$ cat config.mk
export PLATFORM = sky130hd
export DESIGN_NAME = asram_port
export DESIGN_NICKNAME = d
export VERILOG_FILES = /design/src/rtl/asram_pkg.sv /design/src/rtl/asram_cnt.sv /design/src/rtl/asram_fsm.sv /design/src/rtl/asram_rcap.sv /design/src/rtl/asram_pins.sv /design/src/rtl/asram_port.sv
export SDC_FILE = /design/constraint.sdc
export NUM_CORES = 1
export LEC_CHECK = 0
export ABC_AREA = 1
export BUFFER_PORTS_ARGS = -buffer_cell sky130_fd_sc_hd__buf_2
export CAP_MARGIN = 10
export CORE_MARGIN = 1
export CORE_UTILIZATION = 35
export DETAILED_ROUTE_END_ITERATION = 16
export SLEW_MARGIN = 20
export SYNTH_ARGS = -nofsm -noshare
export SYNTH_HDL_FRONTEND = slang
export SYNTH_HIERARCHICAL = 1
export SYNTH_SLANG_ARGS = --single-unit
$ cat constraint.sdc
create_clock -name clk -period 1.26 [get_ports clk]
set_input_delay 0.126 -clock clk [delete_from_list [all_inputs] [get_ports clk]]
set_output_delay 0.126 -clock clk [all_outputs]
set_load 0.05 [all_outputs]
$ cat src/rtl/asram_pkg.sv
package asram_pkg;

   typedef enum logic [2:0] {
      ST_IDLE = 3'd0,
      ST_RD   = 3'd1,
      ST_TURN = 3'd2,
      ST_WSET = 3'd3,
      ST_WPUL = 3'd4
   } asram_st_e;

   typedef struct packed {
      logic ce_n;
      logic oe_n;
      logic we_n;
      logic dq_oe;
   } asram_pins_t;

   // Pin levels belonging to each sequencer state.
   function automatic asram_pins_t pins_of(asram_st_e st);
      asram_pins_t p;
      p = '{ce_n: 1'b1, oe_n: 1'b1, we_n: 1'b1, dq_oe: 1'b0};
      case (st)
         ST_RD: begin
            p.ce_n = 1'b0;
            p.oe_n = 1'b0;
         end
         ST_WSET: begin
            p.ce_n = 1'b0;
         end
         ST_WPUL: begin
            p.ce_n  = 1'b0;
            p.we_n  = 1'b0;
            p.dq_oe = 1'b1;
         end
         default: ;
      endcase
      return p;
   endfunction

endpackage

$ cat src/rtl/asram_cnt.sv
module asram_cnt #(
   parameter int CW = 2
) (
   input  logic          clk,
   input  logic          rst_n,
   input  logic          load,
   input  logic [CW-1:0] load_val,
   output logic          zero
);

   logic [CW-1:0] cnt_q;

   always_ff @(posedge clk or negedge rst_n) begin
      if (!rst_n)
         cnt_q <= '0;
      else if (load)
         cnt_q <= load_val;
      else if (cnt_q != '0)
         cnt_q <= cnt_q - 1'b1;
   end

   assign zero = (cnt_q == '0);

endmodule

$ cat src/rtl/asram_fsm.sv
module asram_fsm
   import asram_pkg::*;
#(
   parameter int RD_CYC   = 2,
   parameter int WR_CYC   = 1,
   parameter int TURN_CYC = 1,
   parameter int CW       = 2
) (
   input  logic          clk,
   input  logic          rst_n,
   input  logic          req,
   input  logic          we,
   input  logic          cnt_zero,
   output logic          cnt_load,
   output logic [CW-1:0] cnt_val,
   output asram_st_e     st_q,
   output asram_st_e     st_d,
   output logic          accept,
   output logic          capture,
   output logic          ready
);

   localparam logic [CW-1:0] RD_LOAD   = CW'(RD_CYC - 1);
   localparam logic [CW-1:0] WR_LOAD   = CW'(WR_CYC - 1);
   localparam logic [CW-1:0] TURN_LOAD = CW'(TURN_CYC - 1);

   always_comb begin
      st_d     = st_q;
      cnt_load = 1'b0;
      cnt_val  = '0;
      accept   = 1'b0;
      capture  = 1'b0;
      case (st_q)
         ST_IDLE: begin
            if (req) begin
               accept = 1'b1;
               if (we) begin
                  st_d = ST_WSET;
               end else begin
                  st_d     = ST_RD;
                  cnt_load = 1'b1;
                  cnt_val  = RD_LOAD;
               end
            end
         end
         ST_RD: begin
            if (cnt_zero) begin
               capture  = 1'b1;
               st_d     = ST_TURN;
               cnt_load = 1'b1;
               cnt_val  = TURN_LOAD;
            end
         end
         ST_TURN: begin
            if (cnt_zero)
               st_d = ST_IDLE;
         end
         ST_WSET: begin
            st_d     = ST_WPUL;
            cnt_load = 1'b1;
            cnt_val  = WR_LOAD;
         end
         ST_WPUL: begin
            if (cnt_zero)
               st_d = ST_IDLE;
         end
         default: st_d = ST_IDLE;
      endcase
   end

   always_ff @(posedge clk or negedge rst_n) begin
      if (!rst_n)
         st_q <= ST_IDLE;
      else
         st_q <= st_d;
   end

   assign ready = (st_q == ST_IDLE);

   // taking a request always leaves the idle state on the next cycle
   a_r6_busy_after_accept : assert property (@(posedge clk) disable iff (!rst_n)
      (req && ready) |=> !ready);

   // a capture only ever happens out of the access window
   a_r2_capture_in_read : assert property (@(posedge clk) disable iff (!rst_n)
      capture |-> (st_q == ST_RD) && cnt_zero);

endmodule

$ cat src/rtl/asram_rcap.sv
module asram_rcap #(
   parameter int DATA_W = 8
) (
   input  logic              clk,
   input  logic              rst_n,
   input  logic              capture,
   input  logic [DATA_W-1:0] dq_in,
   output logic [DATA_W-1:0] rdata,
   output logic              rvalid
);

   always_ff @(posedge clk or negedge rst_n) begin
      if (!rst_n) begin
         rdata  <= '0;
         rvalid <= 1'b0;
      end else begin
         rvalid <= capture;
         if (capture)
            rdata <= dq_in;
      end
   end

   // valid lasts a single cycle
   a_r7_rvalid_single : assert property (@(posedge clk) disable iff (!rst_n)
      rvalid |=> !rvalid);

   // returned data stays put between pulses
   a_r2_rdata_hold : assert property (@(posedge clk) disable iff (!rst_n)
      !rvalid |-> $stable(rdata));

endmodule

$ cat src/rtl/asram_pins.sv
module asram_pins
   import asram_pkg::*;
#(
   parameter int ADDR_W     = 15,
   parameter bit PARK_ZERO  = 1'b0
) (
   input  logic              clk,
   input  logic              rst_n,
   input  asram_st_e         st_d,
   input  logic              accept,
   input  logic [ADDR_W-1:0] addr,
   input  logic [7:0]        wdata,
   output logic [ADDR_W-1:0] mem_addr,
   output logic              mem_ce_n,
   output logic              mem_oe_n,
   output logic              mem_we_n,
   output logic [7:0]        mem_dq_o,
   output logic              mem_dq_oe
);

   asram_pins_t pins_q;
   logic [7:0]  wdata_q;

   always_ff @(posedge clk or negedge rst_n) begin
      if (!rst_n)
         pins_q <= '{ce_n: 1'b1, oe_n: 1'b1, we_n: 1'b1, dq_oe: 1'b0};
      else
         pins_q <= pins_of(st_d);
   end

   always_ff @(posedge clk or negedge rst_n) begin
      if (!rst_n) begin
         mem_addr <= '0;
         wdata_q  <= '0;
      end else if (accept) begin
         mem_addr <= addr;
         wdata_q  <= wdata;
      end
   end

   assign mem_ce_n  = pins_q.ce_n;
   assign mem_oe_n  = pins_q.oe_n;
   assign mem_we_n  = pins_q.we_n;
   assign mem_dq_oe = pins_q.dq_oe;

   generate
      if (PARK_ZERO) begin : g_park
         assign mem_dq_o = pins_q.dq_oe ? wdata_q : 8'h00;
      end else begin : g_hold
         assign mem_dq_o = wdata_q;
      end
   endgenerate

   // driver on only under a low write strobe, never against output enable
   a_r3_no_contention : assert property (@(posedge clk) disable iff (!rst_n)
      mem_dq_oe |-> mem_oe_n && !mem_we_n);

   // output enable low only in a selected read
   a_r2_read_strobes : assert property (@(posedge clk) disable iff (!rst_n)
      !mem_oe_n |-> mem_we_n && !mem_ce_n);

   // write strobe falls only after a cycle of selected setup
   a_r4_setup_first : assert property (@(posedge clk) disable iff (!rst_n)
      $fell(mem_we_n) |-> $past(!mem_ce_n) && $past(mem_oe_n));

   // address stable while the chip stays selected
   a_r5_addr_stable : assert property (@(posedge clk) disable iff (!rst_n)
      (!mem_ce_n && $past(!mem_ce_n)) |-> $stable(mem_addr));

   // write data steady across the strobe
   a_r9_data_stable : assert property (@(posedge clk) disable iff (!rst_n)
      (!mem_we_n && $past(!mem_we_n)) |-> $stable(mem_dq_o));

   // end of a read deselects the chip
   a_r8_turn_gap : assert property (@(posedge clk) disable iff (!rst_n)
      $rose(mem_oe_n) |-> mem_ce_n);

endmodule

$ cat src/rtl/asram_port.sv
module asram_port #(
   parameter int ADDR_W    = 15,
   parameter int DATA_W    = 8,
   parameter int RD_CYC    = 2,
   parameter int WR_CYC    = 1,
   parameter int TURN_CYC  = 1,
   parameter bit PARK_ZERO = 1'b0
) (
   input  logic              clk,
   input  logic              rst_n,
   input  logic              req,
   input  logic              we,
   input  logic [ADDR_W-1:0] addr,
   input  logic [DATA_W-1:0] wdata,
   output logic              ready,
   output logic [DATA_W-1:0] rdata,
   output logic              rvalid,
   output logic [ADDR_W-1:0] mem_addr,
   output logic              mem_ce_n,
   output logic              mem_oe_n,
   output logic              mem_we_n,
   output logic [DATA_W-1:0] mem_dq_o,
   output logic              mem_dq_oe,
   input  logic [DATA_W-1:0] mem_dq_i
);
   import asram_pkg::*;

   localparam int MAX_CYC = (RD_CYC > WR_CYC) ?
                            ((RD_CYC > TURN_CYC) ? RD_CYC : TURN_CYC) :
                            ((WR_CYC > TURN_CYC) ? WR_CYC : TURN_CYC);
   localparam int CW      = (MAX_CYC > 1) ? $clog2(MAX_CYC) : 1;

   generate
      if (RD_CYC < 1) begin : g_bad_rd
         $error("RD_CYC must be at least 1");
      end
      if (WR_CYC < 1) begin : g_bad_wr
         $error("WR_CYC must be at least 1");
      end
      if (TURN_CYC < 1) begin : g_bad_turn
         $error("TURN_CYC must be at least 1");
      end
      if (DATA_W != 8) begin : g_bad_dw
         $error("DATA_W must be 8 for this RAM");
      end
      if (ADDR_W < 1) begin : g_bad_aw
         $error("ADDR_W must be positive");
      end
   endgenerate

   asram_st_e         st_q;
   asram_st_e         st_d;
   logic              cnt_load;
   logic [CW-1:0]     cnt_val;
   logic              cnt_zero;
   logic              accept;
   logic              capture;

   asram_cnt #(.CW(CW)) u_cnt (
      .clk      (clk),
      .rst_n    (rst_n),
      .load     (cnt_load),
      .load_val (cnt_val),
      .zero     (cnt_zero)
   );

   asram_fsm #(
      .RD_CYC   (RD_CYC),
      .WR_CYC   (WR_CYC),
      .TURN_CYC (TURN_CYC),
      .CW       (CW)
   ) u_fsm (
      .clk      (clk),
      .rst_n    (rst_n),
      .req      (req),
      .we       (we),
      .cnt_zero (cnt_zero),
      .cnt_load (cnt_load),
      .cnt_val  (cnt_val),
      .st_q     (st_q),
      .st_d     (st_d),
      .accept   (accept),
      .capture  (capture),
      .ready    (ready)
   );

   asram_pins #(
      .ADDR_W    (ADDR_W),
      .PARK_ZERO (PARK_ZERO)
   ) u_pins (
      .clk       (clk),
      .rst_n     (rst_n),
      .st_d      (st_d),
      .accept    (accept),
      .addr      (addr),
      .wdata     (wdata),
      .mem_addr  (mem_addr),
      .mem_ce_n  (mem_ce_n),
      .mem_oe_n  (mem_oe_n),
      .mem_we_n  (mem_we_n),
      .mem_dq_o  (mem_dq_o),
      .mem_dq_oe (mem_dq_oe)
   );

   asram_rcap #(.DATA_W(DATA_W)) u_rcap (
      .clk     (clk),
      .rst_n   (rst_n),
      .capture (capture),
      .dq_in   (mem_dq_i),
      .rdata   (rdata),
      .rvalid  (rvalid)
   );

   // no valid pulse while a write is on the pins
   a_r7_no_rvalid_write : assert property (@(posedge clk) disable iff (!rst_n)
      !mem_we_n |-> !rvalid);

   // an idle port leaves the RAM deselected
   a_r1_idle_deselect : assert property (@(posedge clk) disable iff (!rst_n)
      ready |-> mem_ce_n && !mem_dq_oe);

endmodule

==> results.cfg <==
[yosys]
syn-num-nets = 214
synth_edf_count = 0
ys_types = 20
yosys_warnings = 6
ys_seq_elements = 40
syn_inst = 179
postSynth.asyncResetShare = 1.000
synth_area_mm2 = 0.001739
syn_avg_cell_area_um2 = 9.716
synth-seq-area-share = 0.5777
synth_ff_type = dfrtp_1

[clock_tree]
numCtsBuffers = 5
worstSkewPairLatency_ns = 0.28
clockBufferDepth = 2
tritoncts = done
cts.htree.levels = 2
clock-sinks = 40
cts-root-buf = clkbuf_8
clk_pin_slew_ns = 0.07

[status]
outcome = complete, no violations

[sta]
rsz0062_at_grt = yes
period_share = 0.9922
setup_viol = 0
final-hold-violation-count = 0
worst_slew_pin_slew_ns = 0.3691
skew_ns = 0.003454
fin_crit_ns = 1.250
whs_ns = 0.03567
max_slew_margin = 0.7539
tns_ns = 0
fmax_mhz = 799.9
final_max_slew_viol_count = 0

[power]
power.density_mw_per_mm2 = 3078
p_leak_nw = 1.312
power.switching_mw = 3.824
vdd_drop_max_v = 0.001287
clockPowerShare = 0.106
power_frac_comb = 0.601
totalPowerFinal_mw = 7.297
swShare = 0.5241
seqPwrFrac = 0.293
power.internal_mw = 3.473

[floorplanning]
start_util = 0.3658
num_io_pins = 72
die_area_mm2 = 0.005255
die_x_um = 72.49
floorplan.die.height_um = 72.49
num_rows = 25
core_mm2 = 0.004755

[finish]
multi_input_area_um2 = 539.3
fill_cells = 478
area.sequential_mm2 = 0.001006
fin_cells = 331
final_layout_size_suffix_gt1_frac = 0.4811
diodes = 0
area_growth_pct = 36.33
fin_nets = 299
finalInstanceArea_mm2 = 0.002371

[critical_path]
slowest_stage = dfrtp_1
startpoint_type = register
cp_max_fo = 2
path_class = reg -> out
cpPeakStageDelay_ns = 0.38
crit_chain = inv_2 -> nand2_2 -> nor2_4 -> buf_6 -> buf_8
cp.arrival_ns = 1.12
reg2reg_depth = 8
worstPathRequired_ns = 1.13
end_kind = output port

[drt]
wl_per_cell_um = 9.970
drt-vias-per-instance = 4.169
drtIter0Drc = 33
drc = 0
routed_wl_um = 3300
drt_pass1_iterations = 4
vias = 1380
ant_nets = 0

[place]
hpwl_um = 2444
gp_congestion = 0.9138
placed_cells = 320
place.port_buffers = 71
dpl_cell_area_mm2 = 0.002200

[global_routing]
grt_max_degree = 27
overflow = 0
grt_pass1_wl_um = 5319
grtUsageTotal = 0.1331
grt_pass1_vias = 1228
antenna_found_initial = 0

[min_path]
hp-class = in -> reg
hold-path-cell-count = 3

[flow_run]
max_cap_violations = 0
state kept, by name (all words and copies together) (netlist names):
register and flops:
u_pins/mem_ce_n 1, u_rcap/rdata 8, u_pins/mem_we_n 1, u_fsm/st_q 3
u_cnt/cnt_q 1, u_pins/mem_dq_o 8, u_pins/mem_addr 15, u_rcap/rvalid 1
u_pins/mem_dq_oe 1, u_pins/mem_oe_n 1
cell usage in the layout, fill, tap and decap left out, types with 2 or more instances in the layout:
cell type / n
buf_6: 2
nand2_4: 3
inv_1: 30
o21ai_1: 2
nand3_1: 2
o21ai_0: 5
buf_4: 6
nand2_2: 2
clkbuf_8: 5
dfstp_2: 3
nor2_4: 2
o21ai_2: 19
inv_2: 4
buf_12: 3
dfrtp_1: 36
buf_2: 70
nand2_1: 54
nor2_1: 3
nand3_2: 2
path summary, 6_finish.rpt:
path | from | endpoint | slack (ns)
worst max-delay path | u_fsm/st_q[1] | ready | 0.01
worst min-delay path | mem_dq_i[6] | u_rcap/rdata[6] | 0.04
worst max register to register | u_fsm/st_q[1] | u_pins/mem_addr[0] | 0.06
worst min register to register | u_rcap/rdata[7] | u_rcap/rdata[7] | 0.47
max in group asynchronous | rst_n | u_pins/mem_addr[12] | 0.52
min in group asynchronous | rst_n | u_pins/mem_addr[6] | 0.28
cells by family (layout without fill, tap and decap cells):
logic type,Yosys count,count (layout),share of synthesized area
buffers and inverters,41,126,0.1237
AND/OR/NAND/NOR,71,71,0.1799
AO/OA/AOI/OAI,27,27,0.1187
flip-flops,40,40,0.5777
power groups by stage:
| stage | clock network (mW) | logic, mW | registers [mW] |
|---|---|---|---|
| detailed placement | 0 | 4.20 | 2.16 |
| floorplan | 0 | 1.38 | 4.06 |
| CTS | 0.811 | 4.30 | 2.15 |
| global route | 0.865 | 4.69 | 2.22 |
| finish | 0.770 | 4.39 | 2.14 |
| global placement | 0 | 4.16 | 2.16 |
cells in the mapped netlist (2+ instances only):
library cell,count,area [µm²]
nand2_1,55,206.5
dfrtp_1,37,925.9
inv_1,32,120.1
o21ai_2,19,166.4
o21ai_0,5,25.02
nand3_1,4,20.02
nor2_1,4,15.01
buf_6,3,33.78
dfstp_2,3,78.83
inv_2,3,11.26
nand2_4,3,33.78
buf_8,2,30.03
o21ai_1,2,10.01
per-layer routing:
layer / up-vias / part of all wire / wire (µm) / global-route usage
met5: - / 0 / 0 / 0
met4: 0 / 0.018 / 60 / 0.07190
met3: 9 / 0.071 / 234 / 0.03472
met2: 52 / 0.44 / 1452 / 0.2056
met1: 610 / 0.47 / 1552 / 0.1708
li1: 709 / - / - / -
layout make-up:
| class | instances | area share |
|---|---|---|
| Tap cell | 67 | 0.03536 |
| Inverter | 35 | 0.05752 |
| Clock inverter | 1 | 0.002111 |
| Sequential cell | 40 | 0.4243 |
| Clock buffer | 6 | 0.03061 |
| Multi-Input combinational cell | 98 | 0.2274 |
| Timing Repair Buffer | 84 | 0.2227 |
through the flow:
stage / utilization / setup slack (ns)
final: 0.4987 / 0.009812
after global routing: 0.4987 / -0.06019
after CTS: 0.4861 / -0.009536
after detailed placement: 0.4626 / 0.01911
after global placement: 0.4626 / 0.01596
after floorplan: - / -0.2336
worst max-delay path: cells and delay by family (launching register included):
family / cells / cell delay (ns)
flops: 1 / 0.38
buf+inv: 3 / 0.31
simple gates: 2 / 0.15
repair_timing:
action	in CTS	in global routing
buffers inserted	1	1
cloned	0	1
pin swaps	0	1
hold endpoints to repair	11	0
endpoints found under the setup margin	4	33
hold buffers	1	0
gates resized for setup	5	9
Power figures use the tool's default switching activity.
